===== config.mk =====
export PLATFORM = sky130hd
export DESIGN_NAME = istream_snoop
export DESIGN_NICKNAME = d
export VERILOG_FILES = /design/src/rtl/snoop_pkg.sv /design/src/rtl/snoop_cycle_decode.sv /design/src/rtl/snoop_capture.sv /design/src/rtl/snoop_wake_fsm.sv /design/src/rtl/istream_snoop.sv
export SDC_FILE = /design/constraint.sdc
export NUM_CORES = 1
export LEC_CHECK = 0
export BUFFER_PORTS_ARGS = -buffer_cell sky130_fd_sc_hd__buf_2
export CORE_UTILIZATION = 45
export DETAILED_ROUTE_END_ITERATION = 12
export PLACE_DENSITY_LB_ADDON = 0.05
export SLEW_MARGIN = 20
export SYNTH_ARGS = -nofsm -noshare
export SYNTH_HDL_FRONTEND = slang
export SYNTH_SLANG_ARGS = --single-unit
export TNS_END_PERCENT = 100

===== constraint.sdc =====
create_clock -name clk -period 1.4 [get_ports clk]
set_input_delay 0.07 -clock clk [delete_from_list [all_inputs] [get_ports clk]]
set_output_delay 0.07 -clock clk [all_outputs]
set_load 0.005 [all_outputs]

===== src/rtl/snoop_pkg.sv =====
package snoop_pkg;

    localparam int WORD_W  = 16;
    localparam int CODE_W  = 4;
    localparam int OPC_W   = 4;
    localparam int ACC_W   = 2;
    localparam int MODE_W  = 6;
    localparam int MARK_W  = WORD_W - OPC_W - ACC_W - MODE_W;

    typedef enum logic [2:0] {
        CYC_NONE,
        CYC_IDEMAND,
        CYC_IREQUEST,
        CYC_DREAD,
        CYC_WRITE,
        CYC_GREG_RD,
        CYC_GREG_WR
    } cyc_kind_e;

    typedef struct packed {
        logic [MARK_W-1:0] mark;
        logic [OPC_W-1:0]  opcode;
        logic [ACC_W-1:0]  acc;
        logic [MODE_W-1:0] mode;
    } fp_word_t;

    typedef enum logic {
        ST_SNOOP,
        ST_AWAKE
    } snoop_state_e;

    function automatic logic is_fp_word(input fp_word_t w);
        return &w.mark;
    endfunction

    function automatic logic is_istream(input cyc_kind_e k);
        return (k == CYC_IDEMAND) || (k == CYC_IREQUEST);
    endfunction

endpackage


===== src/rtl/snoop_cycle_decode.sv =====
module snoop_cycle_decode
    import snoop_pkg::*;
#(
    parameter logic [CODE_W-1:0] CODE_IDEMAND  = 4'h2,
    parameter logic [CODE_W-1:0] CODE_IREQUEST = 4'h3,
    parameter logic [CODE_W-1:0] CODE_DREAD    = 4'h5,
    parameter logic [CODE_W-1:0] CODE_WRITE    = 4'h6,
    parameter logic [CODE_W-1:0] CODE_GREG_RD  = 4'h9,
    parameter logic [CODE_W-1:0] CODE_GREG_WR  = 4'hA
) (
    input  logic              clk,
    input  logic              rst,
    input  logic [CODE_W-1:0] code_i,
    input  logic              strobe_i,
    input  logic              taken_i,
    output logic              pend_o
);

    function automatic cyc_kind_e classify(input logic [CODE_W-1:0] c);
        if      (c == CODE_IDEMAND)  return CYC_IDEMAND;
        else if (c == CODE_IREQUEST) return CYC_IREQUEST;
        else if (c == CODE_DREAD)    return CYC_DREAD;
        else if (c == CODE_WRITE)    return CYC_WRITE;
        else if (c == CODE_GREG_RD)  return CYC_GREG_RD;
        else if (c == CODE_GREG_WR)  return CYC_GREG_WR;
        else                         return CYC_NONE;
    endfunction

    logic strobe_q;
    logic strobe_rise;

    assign strobe_rise = strobe_i && !strobe_q;

    always_ff @(posedge clk) begin
        if (rst) begin
            strobe_q <= 1'b0;
            pend_o   <= 1'b0;
        end else begin
            strobe_q <= strobe_i;
            if (strobe_rise)
                pend_o <= is_istream(classify(code_i));
            else if (taken_i)
                pend_o <= 1'b0;
        end
    end

    // A non instruction-stream code never arms capture
    assert_no_arm_datacycle_R5: assert property (@(posedge clk) disable iff (rst)
        (strobe_rise && !is_istream(classify(code_i))) |=> !pend_o);

endmodule


===== src/rtl/snoop_capture.sv =====
module snoop_capture
    import snoop_pkg::*;
(
    input  logic              clk,
    input  logic              rst,
    input  logic              pend_i,
    input  logic              enable_i,
    input  logic              hit_i,
    input  logic              ale_i,
    input  logic              dv_i,
    input  logic [WORD_W-1:0] bus_i,
    output logic              taken_o,
    output logic [WORD_W-1:0] word_o
);

    logic              ale_q;
    logic              dv_q;
    logic [WORD_W-1:0] bus_q;
    logic              ale_fall;
    logic              dv_fall;

    assign ale_fall = ale_q && !ale_i;
    assign dv_fall  = dv_q && !dv_i;
    assign taken_o  = pend_i && enable_i &&
                      ((hit_i && ale_fall) || (!hit_i && dv_fall));

    always_ff @(posedge clk) begin
        if (rst) begin
            ale_q  <= 1'b0;
            dv_q   <= 1'b0;
            bus_q  <= '0;
            word_o <= '0;
        end else begin
            ale_q <= ale_i;
            dv_q  <= dv_i;
            bus_q <= bus_i;
            if (taken_o)
                word_o <= bus_q;
        end
    end

    // Held word frozen while awake
    assert_frozen_awake_R9: assert property (@(posedge clk) disable iff (rst)
        !enable_i |=> $stable(word_o));

    // Nothing captured without an armed instruction-stream cycle
    assert_no_capture_unarmed_R5: assert property (@(posedge clk) disable iff (rst)
        !pend_i |=> $stable(word_o));

    // No capture while both strobes are still high
    assert_no_early_capture_R10: assert property (@(posedge clk) disable iff (rst)
        (ale_i && dv_i) |=> $stable(word_o));

endmodule


===== src/rtl/snoop_wake_fsm.sv =====
module snoop_wake_fsm
    import snoop_pkg::*;
(
    input  logic     clk,
    input  logic     rst,
    input  logic     decode_i,
    input  logic     done_i,
    input  fp_word_t word_i,
    output logic     snooping_o,
    output logic     wake_o,
    output logic     valid_o,
    output fp_word_t fields_o
);

    snoop_state_e state;
    logic         decode_q;
    logic         decode_rise;

    assign decode_rise = decode_i && !decode_q;
    assign snooping_o  = (state == ST_SNOOP);
    assign wake_o      = (state == ST_AWAKE);

    always_ff @(posedge clk) begin
        if (rst) begin
            state    <= ST_SNOOP;
            decode_q <= 1'b0;
            valid_o  <= 1'b0;
            fields_o <= '0;
        end else begin
            decode_q <= decode_i;
            valid_o  <= 1'b0;
            unique case (state)
                ST_SNOOP: begin
                    if (decode_rise && is_fp_word(word_i)) begin
                        state    <= ST_AWAKE;
                        valid_o  <= 1'b1;
                        fields_o <= word_i;
                    end
                end
                ST_AWAKE: begin
                    if (done_i)
                        state <= ST_SNOOP;
                end
                default: state <= ST_SNOOP;
            endcase
        end
    end

    assert_valid_single_R8: assert property (@(posedge clk) disable iff (rst)
        valid_o |=> !valid_o);

    assert_valid_with_wake_R8: assert property (@(posedge clk) disable iff (rst)
        valid_o |-> wake_o);

    assert_nonfp_stays_asleep_R7: assert property (@(posedge clk) disable iff (rst)
        (snooping_o && !is_fp_word(word_i)) |=> !wake_o);

    assert_done_sleeps_R9: assert property (@(posedge clk) disable iff (rst)
        (wake_o && done_i) |=> !wake_o);

endmodule


===== src/rtl/istream_snoop.sv =====
module istream_snoop
    import snoop_pkg::*;
#(
    parameter logic [3:0] CODE_IDEMAND  = 4'h2,
    parameter logic [3:0] CODE_IREQUEST = 4'h3,
    parameter logic [3:0] CODE_DREAD    = 4'h5,
    parameter logic [3:0] CODE_WRITE    = 4'h6,
    parameter logic [3:0] CODE_GREG_RD  = 4'h9,
    parameter logic [3:0] CODE_GREG_WR  = 4'hA
) (
    input  logic        clk,
    input  logic        rst,
    input  logic [3:0]  cyc_type_i,
    input  logic        bus_strobe_i,
    input  logic        addr_latch_i,
    input  logic        data_valid_i,
    input  logic        cache_hit_i,
    input  logic        decode_i,
    input  logic [15:0] bus_i,
    input  logic        exec_done_i,
    output logic [15:0] held_word_o,
    output logic        wake_o,
    output logic        instr_valid_o,
    output logic [3:0]  opcode_o,
    output logic [1:0]  acc_o,
    output logic [5:0]  mode_o
);

    logic     pend;
    logic     taken;
    logic     snooping;
    fp_word_t fields;

    snoop_cycle_decode #(
        .CODE_IDEMAND (CODE_IDEMAND),
        .CODE_IREQUEST(CODE_IREQUEST),
        .CODE_DREAD   (CODE_DREAD),
        .CODE_WRITE   (CODE_WRITE),
        .CODE_GREG_RD (CODE_GREG_RD),
        .CODE_GREG_WR (CODE_GREG_WR)
    ) u_cycle (
        .clk     (clk),
        .rst     (rst),
        .code_i  (cyc_type_i),
        .strobe_i(bus_strobe_i),
        .taken_i (taken),
        .pend_o  (pend)
    );

    snoop_capture u_capture (
        .clk     (clk),
        .rst     (rst),
        .pend_i  (pend),
        .enable_i(snooping),
        .hit_i   (cache_hit_i),
        .ale_i   (addr_latch_i),
        .dv_i    (data_valid_i),
        .bus_i   (bus_i),
        .taken_o (taken),
        .word_o  (held_word_o)
    );

    snoop_wake_fsm u_fsm (
        .clk       (clk),
        .rst       (rst),
        .decode_i  (decode_i),
        .done_i    (exec_done_i),
        .word_i    (fp_word_t'(held_word_o)),
        .snooping_o(snooping),
        .wake_o    (wake_o),
        .valid_o   (instr_valid_o),
        .fields_o  (fields)
    );

    assign opcode_o = fields.opcode;
    assign acc_o    = fields.acc;
    assign mode_o   = fields.mode;

    assert_reset_clear_R1: assert property (@(posedge clk)
        rst |=> (held_word_o == '0 && !wake_o && !instr_valid_o));

endmodule


==> results of run 1 <==
==> worst max-delay path, delay by kind of cell, from the launching register on <==
family	cells	cell delay [ps]
DFF	1	380
AOI/OAI and AO/OA	1	280
and+or+nand+nor	1	260
muxes	1	210
buffers and inverters	1	160
==> metal layers <==
layer / vias to the layer above / share of wire / GRT usage
met5: - / 0 / 0
met4: 0 / 0.014 / 0.07979
met3: 7 / 0.040 / 0.04110
met2: 38 / 0.49 / 0.3321
met1: 684 / 0.45 / 0.2495
li1: 765 / - / -
==> cells by family after synthesis <==
logic type	synth area share
compound gates	0.07417
buf+inv	0.03907
flops	0.5404
mux	0.08477
simple gates	0.2616
==> synthesized netlist by cell type <==
cell type and n:
a21o_1 1, a21oi_1 13, and3_1 1, and4bb_2 1, buf_12 1, buf_2 1, buf_6 1, clkbuf_1 10
dfxtp_1 51, mux2i_1 16, nand2_1 1, nand2b_1 33, nand3_1 13, nand4bb_1 1, nor2_1 1, nor2b_1 21
nor4_1 1, nor4b_1 1, nor4b_2 1, nor4bb_2 1, o21a_1 1, o21ai_0 11, o21ai_1 1, or2b_1 1
==> state kept, by name, summed over array words and instances, names as in the netlist <==
name / flops
u_capture.ale_q: 1
u_capture.bus_q: 16
u_capture.dv_q: 1
u_capture.word_o: 16
u_cycle.pend_o: 1
u_cycle.strobe_q: 1
u_fsm.decode_q: 1
u_fsm.fields_o: 12
u_fsm.valid_o: 1
u_fsm.wake_o: 1
==> area by class of cell <==
type,count,share of cell area
timing repair buffer,82,0.2189
tap,50,0.02443
multi-input combinational,120,0.3234
sequential,51,0.4001
clock buffer,6,0.02833
clock inverter,2,0.004885
==> metrics by stage <==
step / setup WS [ps] / utilization / cell area (um^2) / setup TNS, ps / std cells
6_report: 21.29 / 0.6357 / 2561 / 0 / 311
5_1_grt: -53.50 / 0.6357 / 2561 / -255.5 / 311
3_3_place_gp: 99.19 / 0.5531 / 2228 / 0 / 283
4_1_cts: 7.285 / 0.6317 / 2545 / 0 / 312
2_1_floorplan: 91.69 / - / 1889 / 0 / 184
3_5_place_dp: -4.408 / 0.5531 / 2228 / -4.408 / 283
==> power breakdown <==
group,internal (mW),leakage [nW],switching [mW]
clock,0.350,0.0412,0.466
combinational,0.110,0.592,0.0594
sequential,1.48,0.417,0.00908
total,1.94,1.05,0.534
==> worst max path at each step <==
stage / from / slack (ps) / end / cells past startpoint
2_1_floorplan: u_fsm.wake_o / 90 / u_capture.word_o[0] / 5
3_3_place_gp: u_fsm.wake_o / 100 / u_capture.word_o[12] / 4
3_5_place_dp: u_fsm.wake_o / -4 / u_capture.word_o[7] / 4
4_1_cts: u_fsm.wake_o / 7 / u_capture.word_o[7] / 4
5_1_grt: u_fsm.wake_o / -50 / u_capture.word_o[7] / 4
6_report: u_fsm.wake_o / 20 / u_capture.word_o[7] / 4
==> timing repair <==
| action | 4_1_cts | 5_1_grt |
|---|---|---|
| gates resized for setup | 5 | 4 |
| gates cloned | 1 | 0 |
| pin swaps | 3 | 1 |
| endpoints found under the hold margin | 16 | 0 |
| setup buffers | 4 | 0 |
| setup endpoints to repair | 6 | 10 |
| hold buffers | 16 | 0 |
==> run metrics, run 1 <==
syn_area_per_cell=10.27 um^2; YS warnings=0; CP Capture Type=flop; GRT overflow=0; clock latency on the worst-skew pair=around 300 ps; FMAX=between 0.7 and 0.8 GHz; CTS buffer count=5; Sink Count=51; initial core utilization=0.4689; R2R cell count=4; largest net degree at the start of global routing=33; reg2reg setup slack=20 ps; 1st-pass router iterations=4; r2r startpoint=u_fsm.wake_o; Startpoint Class=flop; most frequent cells in the layout=56 x buf_2, 50 x dfxtp_1, 33 x nand2b_1; commonest non-fill, non-tap cell in the layout=buf_2; Clock Path Buffers=2; Synth Cell Area=0.001889 mm^2; Worst EP required=1620 ps; Port Buffer Count=56; critical path class=reg -> reg; post-synthesis cell type count=24; clock skew=7.745 ps; Final HPWL DP=2622 um; Setup violations, final=0; H-tree depth=2; period utilization=0.9848; reg2reg end=u_capture.word_o[7]; Vias=1494; #FFs+latches synth=51; Hold WS=about 8.5 ps; DRT antenna net count=0; GRT Total Usage=0.1996; WHS Endpoint=u_capture.bus_q[4]; Static Leakage=1.050 nW; number of global-route vias before repair=1436; Rows=23; Arr. time, crit path=1600 ps; Slew HR=0.6765; drt total wl=4064 um; max incr delay on CP=380 ps; largest area contributor in the netlist=dfxtp_1; Iter 0 DRT Violations=73; Slew Limit Fails=0; Die Area=0.004462 mm^2; register area share after synthesis=0.5404; Max-Cap Viols=0; Power Density=965.4 mW/mm^2; status=finished clean; area occupied by multi-input gates=~830 um^2; CP cell instances=nor4b_4, o21a_2, buf_12, mux2i_1; layout cells sized above 1=0.3103; syn nets=212; CP max-delay cell=dfxtp_4; die height=around 67 um; Total Power Consumption=2.473 mW; Clock Pin Slew Worst Setup and Hold Paths=approximately 90 ps; RSZ-0062 raised after global routing=true; # DRC=0; critical path peak fanout=8; Mapped Cells=about 180; actual slew at the worst max-slew pin=485.2 ps; Die X=roughly 67 um; FILL cells=349; Via-to-Cell Ratio=a little under 5; HP Start=bus_i[4]; io pins=58; Wirelength per Cell=13.07 um; Final #Nets=about 290; Antenna Cells=0; top cells by area, synth=dfxtp_1 54%, nand2b_1 11%, mux2i_1 8.5%, nor2b_1 7.0%, a21oi_1 3.4%; Core Area=0.004029 mm^2; Yosys top cell area share=0.5404; first-pass GRT wire length=6568 um; Routability Congestion=0.7084; final hold violation count=0; CTS tree=done; FF+latch area=0.001025 mm^2; peak supply drop=0.7361 mV; hold-critical path depth=2; Layout area overhead=35.56%; Hold Path Class=in -> reg; fin crit period=about 1400 ps; initial antenna violation count=0; CTS root buffer=clkbuf_8
Note: power is estimated with default switching activity, not from simulation.
==> run 2, diff against run 1 <==
Settings changed: ABC_AREA set to 1, CORE_UTILIZATION 45 to 47, CTS_BUF_LIST set to sky130_fd_sc_hd__clkbuf_4.
==> run metrics, run 2 <==
io pins=58; Final HPWL DP=around 2300 um; 1st-pass router iterations=4; fin crit period=about 1300 ps; most used cell, CP=dlygate4sd3_1; Crit path max-delay family=buffers and inverters; Max-Cap Viols=0; CTS tree=done; Fin Setup TNS=0 ps; RSZ-0062 raised after global routing=false; Slew HR=0.6853; Iter 0 DRT Violations=110; period utilization=0.9107; final hold violation count=0; busiest grt layer=met2; biggest regs=u_capture.bus_q (16), u_capture.word_o (16), u_fsm.fields_o (12); Power Density=946.5 mW/mm^2; YS warnings=0; CTS root buffer=clkbuf_4; number of global-route vias before repair=1542; top cells by area, synth=dfxtp_1 54%, nand3_1 7.9%, inv_1 7.7%, nor2_1 7.7%, a21oi_1 7.6%; Clock Pin Slew Worst Setup and Hold Paths=between 100 and 150 ps; largest area contributor in the netlist=dfxtp_1; Yosys top cell area share=0.5365; largest net degree at the start of global routing=36; Arr. time, crit path=1590 ps; Core Area=roughly 0.0038 mm^2; Layout area overhead=31.76%; most frequent cells in the layout=56 x buf_2, 51 x dfxtp_1, 39 x inv_1; status=finished clean; Mapped Cells=~250; Static Leakage=1.204 nW; Hold Path Class=in -> reg; critical path class=in -> reg; GR Util met3=0.03646; clock latency on the worst-skew pair=between 300 and 400 ps; utilization after layout=0.6649; Synth Cell Area=~0.0019 mm^2; Sink Count=51; register area share after synthesis=0.5365; Routability Congestion=0.7100; CP Capture Type=flop; FMAX=0.7844 GHz; CP cell instances=dlygate4sd3_1, buf_2, inv_1, nor2_2, nand4_1, dlygate4sd3_1, a21oi_1; GRT met1 Usage=0.2449; DRT antenna net count=0; DP Worst Slack=317.2 ps; Setup violations, final=0; syn nets=roughly 280; GRT Total Usage=0.1954; number of synthesized flops with an enable pin=0; Die X=about 66 um; Die Area=roughly 0.0043 mm^2; Vias=1672; commonest non-fill, non-tap cell in the layout=buf_2; Port Buffer Count=56; drt total wl=3680 um; layout cells sized above 1=0.2369; Rows=22; actual slew at the worst max-slew pin=469.1 ps; Clock Path Buffers=2; WP buf/inv=4; Main synth FF type=dfxtp_1; Async SR Flop Fraction=0; H-tree depth=2; FILL cells=330; critical path peak fanout=2; Via-to-Cell Ratio=4.483; Final #Nets=352; initial antenna violation count=0; most frequent cell after synthesis=dfxtp_1; CP max-delay cell=dlygate4sd3_1; Antenna Cells=0; post-synthesis cell type count=19; die height=65.63 um; Synth top cells by count=51 x dfxtp_1, 39 x inv_1, 39 x nor2_1; first-pass GRT wire length=around 6400 um; GRT overflow=0; Worst EP required=1710 ps; Startpoint Class=input port; Slew Limit Fails=0; Setup WS post-layout=between 100 and 150 ps; initial core utilization=0.5046; # DRC=0; #FFs+latches synth=roughly 50; peak supply drop=0.5892 mV; syn_area_per_cell=7.705 um^2; clock skew=3.065 ps; M2 GR Usage=0.3151; CTS buffer count=5; max incr delay on CP=560 ps; Wirelength per Cell=9.866 um
[run 2: per-layer routing]
layer | vias to the layer above | wire length (um)
met5 | - | 0
met4 | 0 | 78
met3 | 8 | 188
met2 | 50 | 1559
met1 | 704 | 1853
li1 | 910 | -
[run 2: cell type report]
| type | count | area [um^2] | area share |
|---|---|---|---|
| repair buffers | 84 | 573.1 | 0.2285 |
| inverters | 41 | 153.9 | 0.06138 |
| clock buffers | 6 | 45.04 | 0.01796 |
| flip-flops and latches | 51 | 1021 | 0.4072 |
| multi-input cells | 141 | 641.9 | 0.2560 |
| clock inverters | 2 | 12.51 | 0.004990 |
| well taps | 48 | 60.06 | 0.02395 |
[run 2: final timing paths]
check	slack, ps	start	cells past startpoint	to
max	130	bus_strobe_i	7	u_cycle.pend_o
min	80	cache_hit_i	5	u_cycle.pend_o
max reg2reg	130	u_cycle.strobe_q	4	u_cycle.pend_o
min reg2reg	470	u_fsm.fields_o[7]	2	u_fsm.fields_o[7]
[run 2: power by group]
part | switching (mW) | internal, mW
Combinational | 0.102 | 0.110
Sequential | 0.0104 | 1.49
Clock | 0.451 | 0.214
[run 2: cell families after synthesis]
family                 synth area share
and+or+nand+nor                  0.2485
buffers and inverters            0.1275
DFF                              0.5365
AOI/OAI and AO/OA               0.08744
[run 2: repair_timing]
item                       in CTS  in global routing
gates resized for setup         0                  1
hold buffers                   23                  0
buffers inserted                0                  0
hold endpoints to repair       22                  0
setup endpoints to repair       0                  1
[run 2: per-stage QoR]
stage	total power [mW]	cells	instance area [um^2]	hold slack (ps)
global placement	1.690	342	2217	268.2
CTS	2.391	373	2505	71.06
finish	2.373	373	2507	84.16
floorplan	1.632	247	1903	176.7
detailed placement	1.692	342	2217	274.6
global route	2.498	373	2507	120.0
[run 2: worst register-to-register path: stages, from the launching register on]
cell and delay [ps]:
dfxtp_1 330, nor2_2 120, nand4_1 70, dlygate4sd3_1 560, a21oi_1 130
==> run 3, diff against run 2 <==
Settings changed: CORE_UTILIZATION 47 to 52, CTS_BUF_LIST sky130_fd_sc_hd__clkbuf_4 to sky130_fd_sc_hd__clkbuf_2.
Clock period 1.4 ns to 1.29 ns, I/O delays scaled along.
==> run metrics, run 3 (synthesized netlist as in run 2, its figures left out) <==
Routability Congestion=~0.71; Comb pwr share=0.091; Static Leakage=around 1.2 nW; Clock Pin Slew Worst Setup and Hold Paths=approximately 240 ps; Power Density=1051 mW/mm^2; critical path peak fanout=10; Die Area=0.003906 mm^2; clock latency on the worst-skew pair=410 ps; 1st-pass router iterations=4; die height=about 62 um; DRT antenna net count=0; Die X=about 62 um; fin crit period=1179 ps; Core Area=0.003416 mm^2; Clock power frac=0.299; CTS tree=done; Vias=1716; CP Capture Type=flop; final cell count without fillers=374; Setup violations, final=0; CTS buffer count=5; number of global-route vias before repair=1590; r2r startpoint=u_capture.word_o[14]; GRT overflow=0; period utilization=0.9140; Layout area overhead=33.40%; io pins=58; peak supply drop=0.7300 mV; Via-to-Cell Ratio=4.588; drt total wl=3950 um; Crit path max-delay family=flip-flops; Slew HR=0.7634; clock skew=about 8.6 ps; DRT met1 WL=1812 um; max incr delay on CP=420 ps; Slew Limit Fails=0; commonest non-fill, non-tap cell in the layout=buf_2; biggest regs=u_capture.bus_q (16), u_capture.word_o (16), u_fsm.fields_o (12); Sink Count=51; layout cells sized above 1=0.2378; GRT Total Usage=0.2268; Reg power frac=0.610; critical path class=reg -> reg; # DRC=0; Fin Setup TNS=0 ps; switching power=608.2 uW; initial core utilization=0.5571; Hold Path Class=in -> reg; Post-CTS Setup Bufs=0; Arr. time, crit path=1540 ps; met2 wire len=1896 um; Antenna Cells=0; WL met3=202 um; Rows=21; Final HPWL DP=2353 um; FMAX=0.8481 GHz; most frequent cells in the layout=56 x buf_2, 49 x dfxtp_1, 39 x inv_1, 39 x nor2_1, 36 x nand2_1; CP cell instances=nand2_1, nor2_2, buf_4, nand3_1, a21oi_1; Worst EP required=1650 ps; largest net degree at the start of global routing=36; WP buf/inv=1; top sig layer=met4; Sw Ratio=0.2279; Final #Nets=355; status=finished clean; Pint=2.061 mW; Iter 0 DRT Violations=63; Port Buffer Count=56; final hold violation count=0; Wirelength per Cell=10.56 um; RSZ-0062 raised after global routing=false; H-tree depth=2; Clock Path Buffers=2; Max-Cap Viols=0; actual slew at the worst max-slew pin=354.9 ps; Placed Cells=341; Startpoint Class=flop; crit path launch=u_capture.word_o[14]; CP max-delay cell=dfxtp_1; initial antenna violation count=0; CTS root buffer=clkbuf_2; first-pass GRT wire length=~7000 um; HP Start=rst
run 3: through the flow:
stage | power, mW | instance area (um^2) | hold slack, ps | setup WS [ps] | util
after floorplan | 1.772 | 1903 | 171.2 | 226.2 | -
after global placement | 1.836 | 2222 | 262.4 | 169.3 | 0.6505
after detailed placement | 1.840 | 2222 | 269.1 | 155.1 | 0.6505
after CTS | 2.676 | 2536 | 59.37 | 113.0 | 0.7425
after global routing | 2.805 | 2539 | 51.25 | 3.347 | 0.7432
final | 2.669 | 2539 | 85.20 | 110.9 | 0.7432
run 3: worst paths after layout:
kind	depth (start not counted)	slack, ps	endpoint
max reg2reg	5	110	u_fsm.fields_o[1]
min	5	90	u_capture.word_o[10]
max	5	110	u_fsm.fields_o[1]
min reg2reg	2	480	u_fsm.fields_o[6]
run 3: cell type report:
cell class                 count  area, um^2
sequential                    51        1023
timing repair buffer          87       600.6
fill                         283       877.1
multi-input combinational    141       639.4
clock buffer                   5       25.02
tap                           46       57.56
clock inverter                 3       38.79
inverter                      41       153.9
run 3: repair_timing:
action	4_1_cts	5_1_grt
endpoints found under the hold margin	22	0
gates resized for setup	0	2
hold buffers	25	0
endpoints found under the setup margin	0	1
run 3: worst min-delay path: stages:
cell      delay (ps)
buf_2             90
clkinv_1          50
buf_4            190
nand2_1           80
nor2_1            30
run 3: layer usage:
layer / up-vias / global-route usage
met4: 0 / 0.08430
met5: - / 0
met2: 58 / 0.3750
li1: 915 / -
met3: 5 / 0.05109
met1: 738 / 0.2874
run 3: power groups by stage:
stage | sequential [mW] | clock, mW | combinational, mW
2_1_floorplan | 1.66 | 0 | 0.116
3_3_place_gp | 1.66 | 0 | 0.178
3_5_place_dp | 1.66 | 0 | 0.182
4_1_cts | 1.63 | 0.809 | 0.239
5_1_grt | 1.64 | 0.896 | 0.274
6_report | 1.63 | 0.799 | 0.243
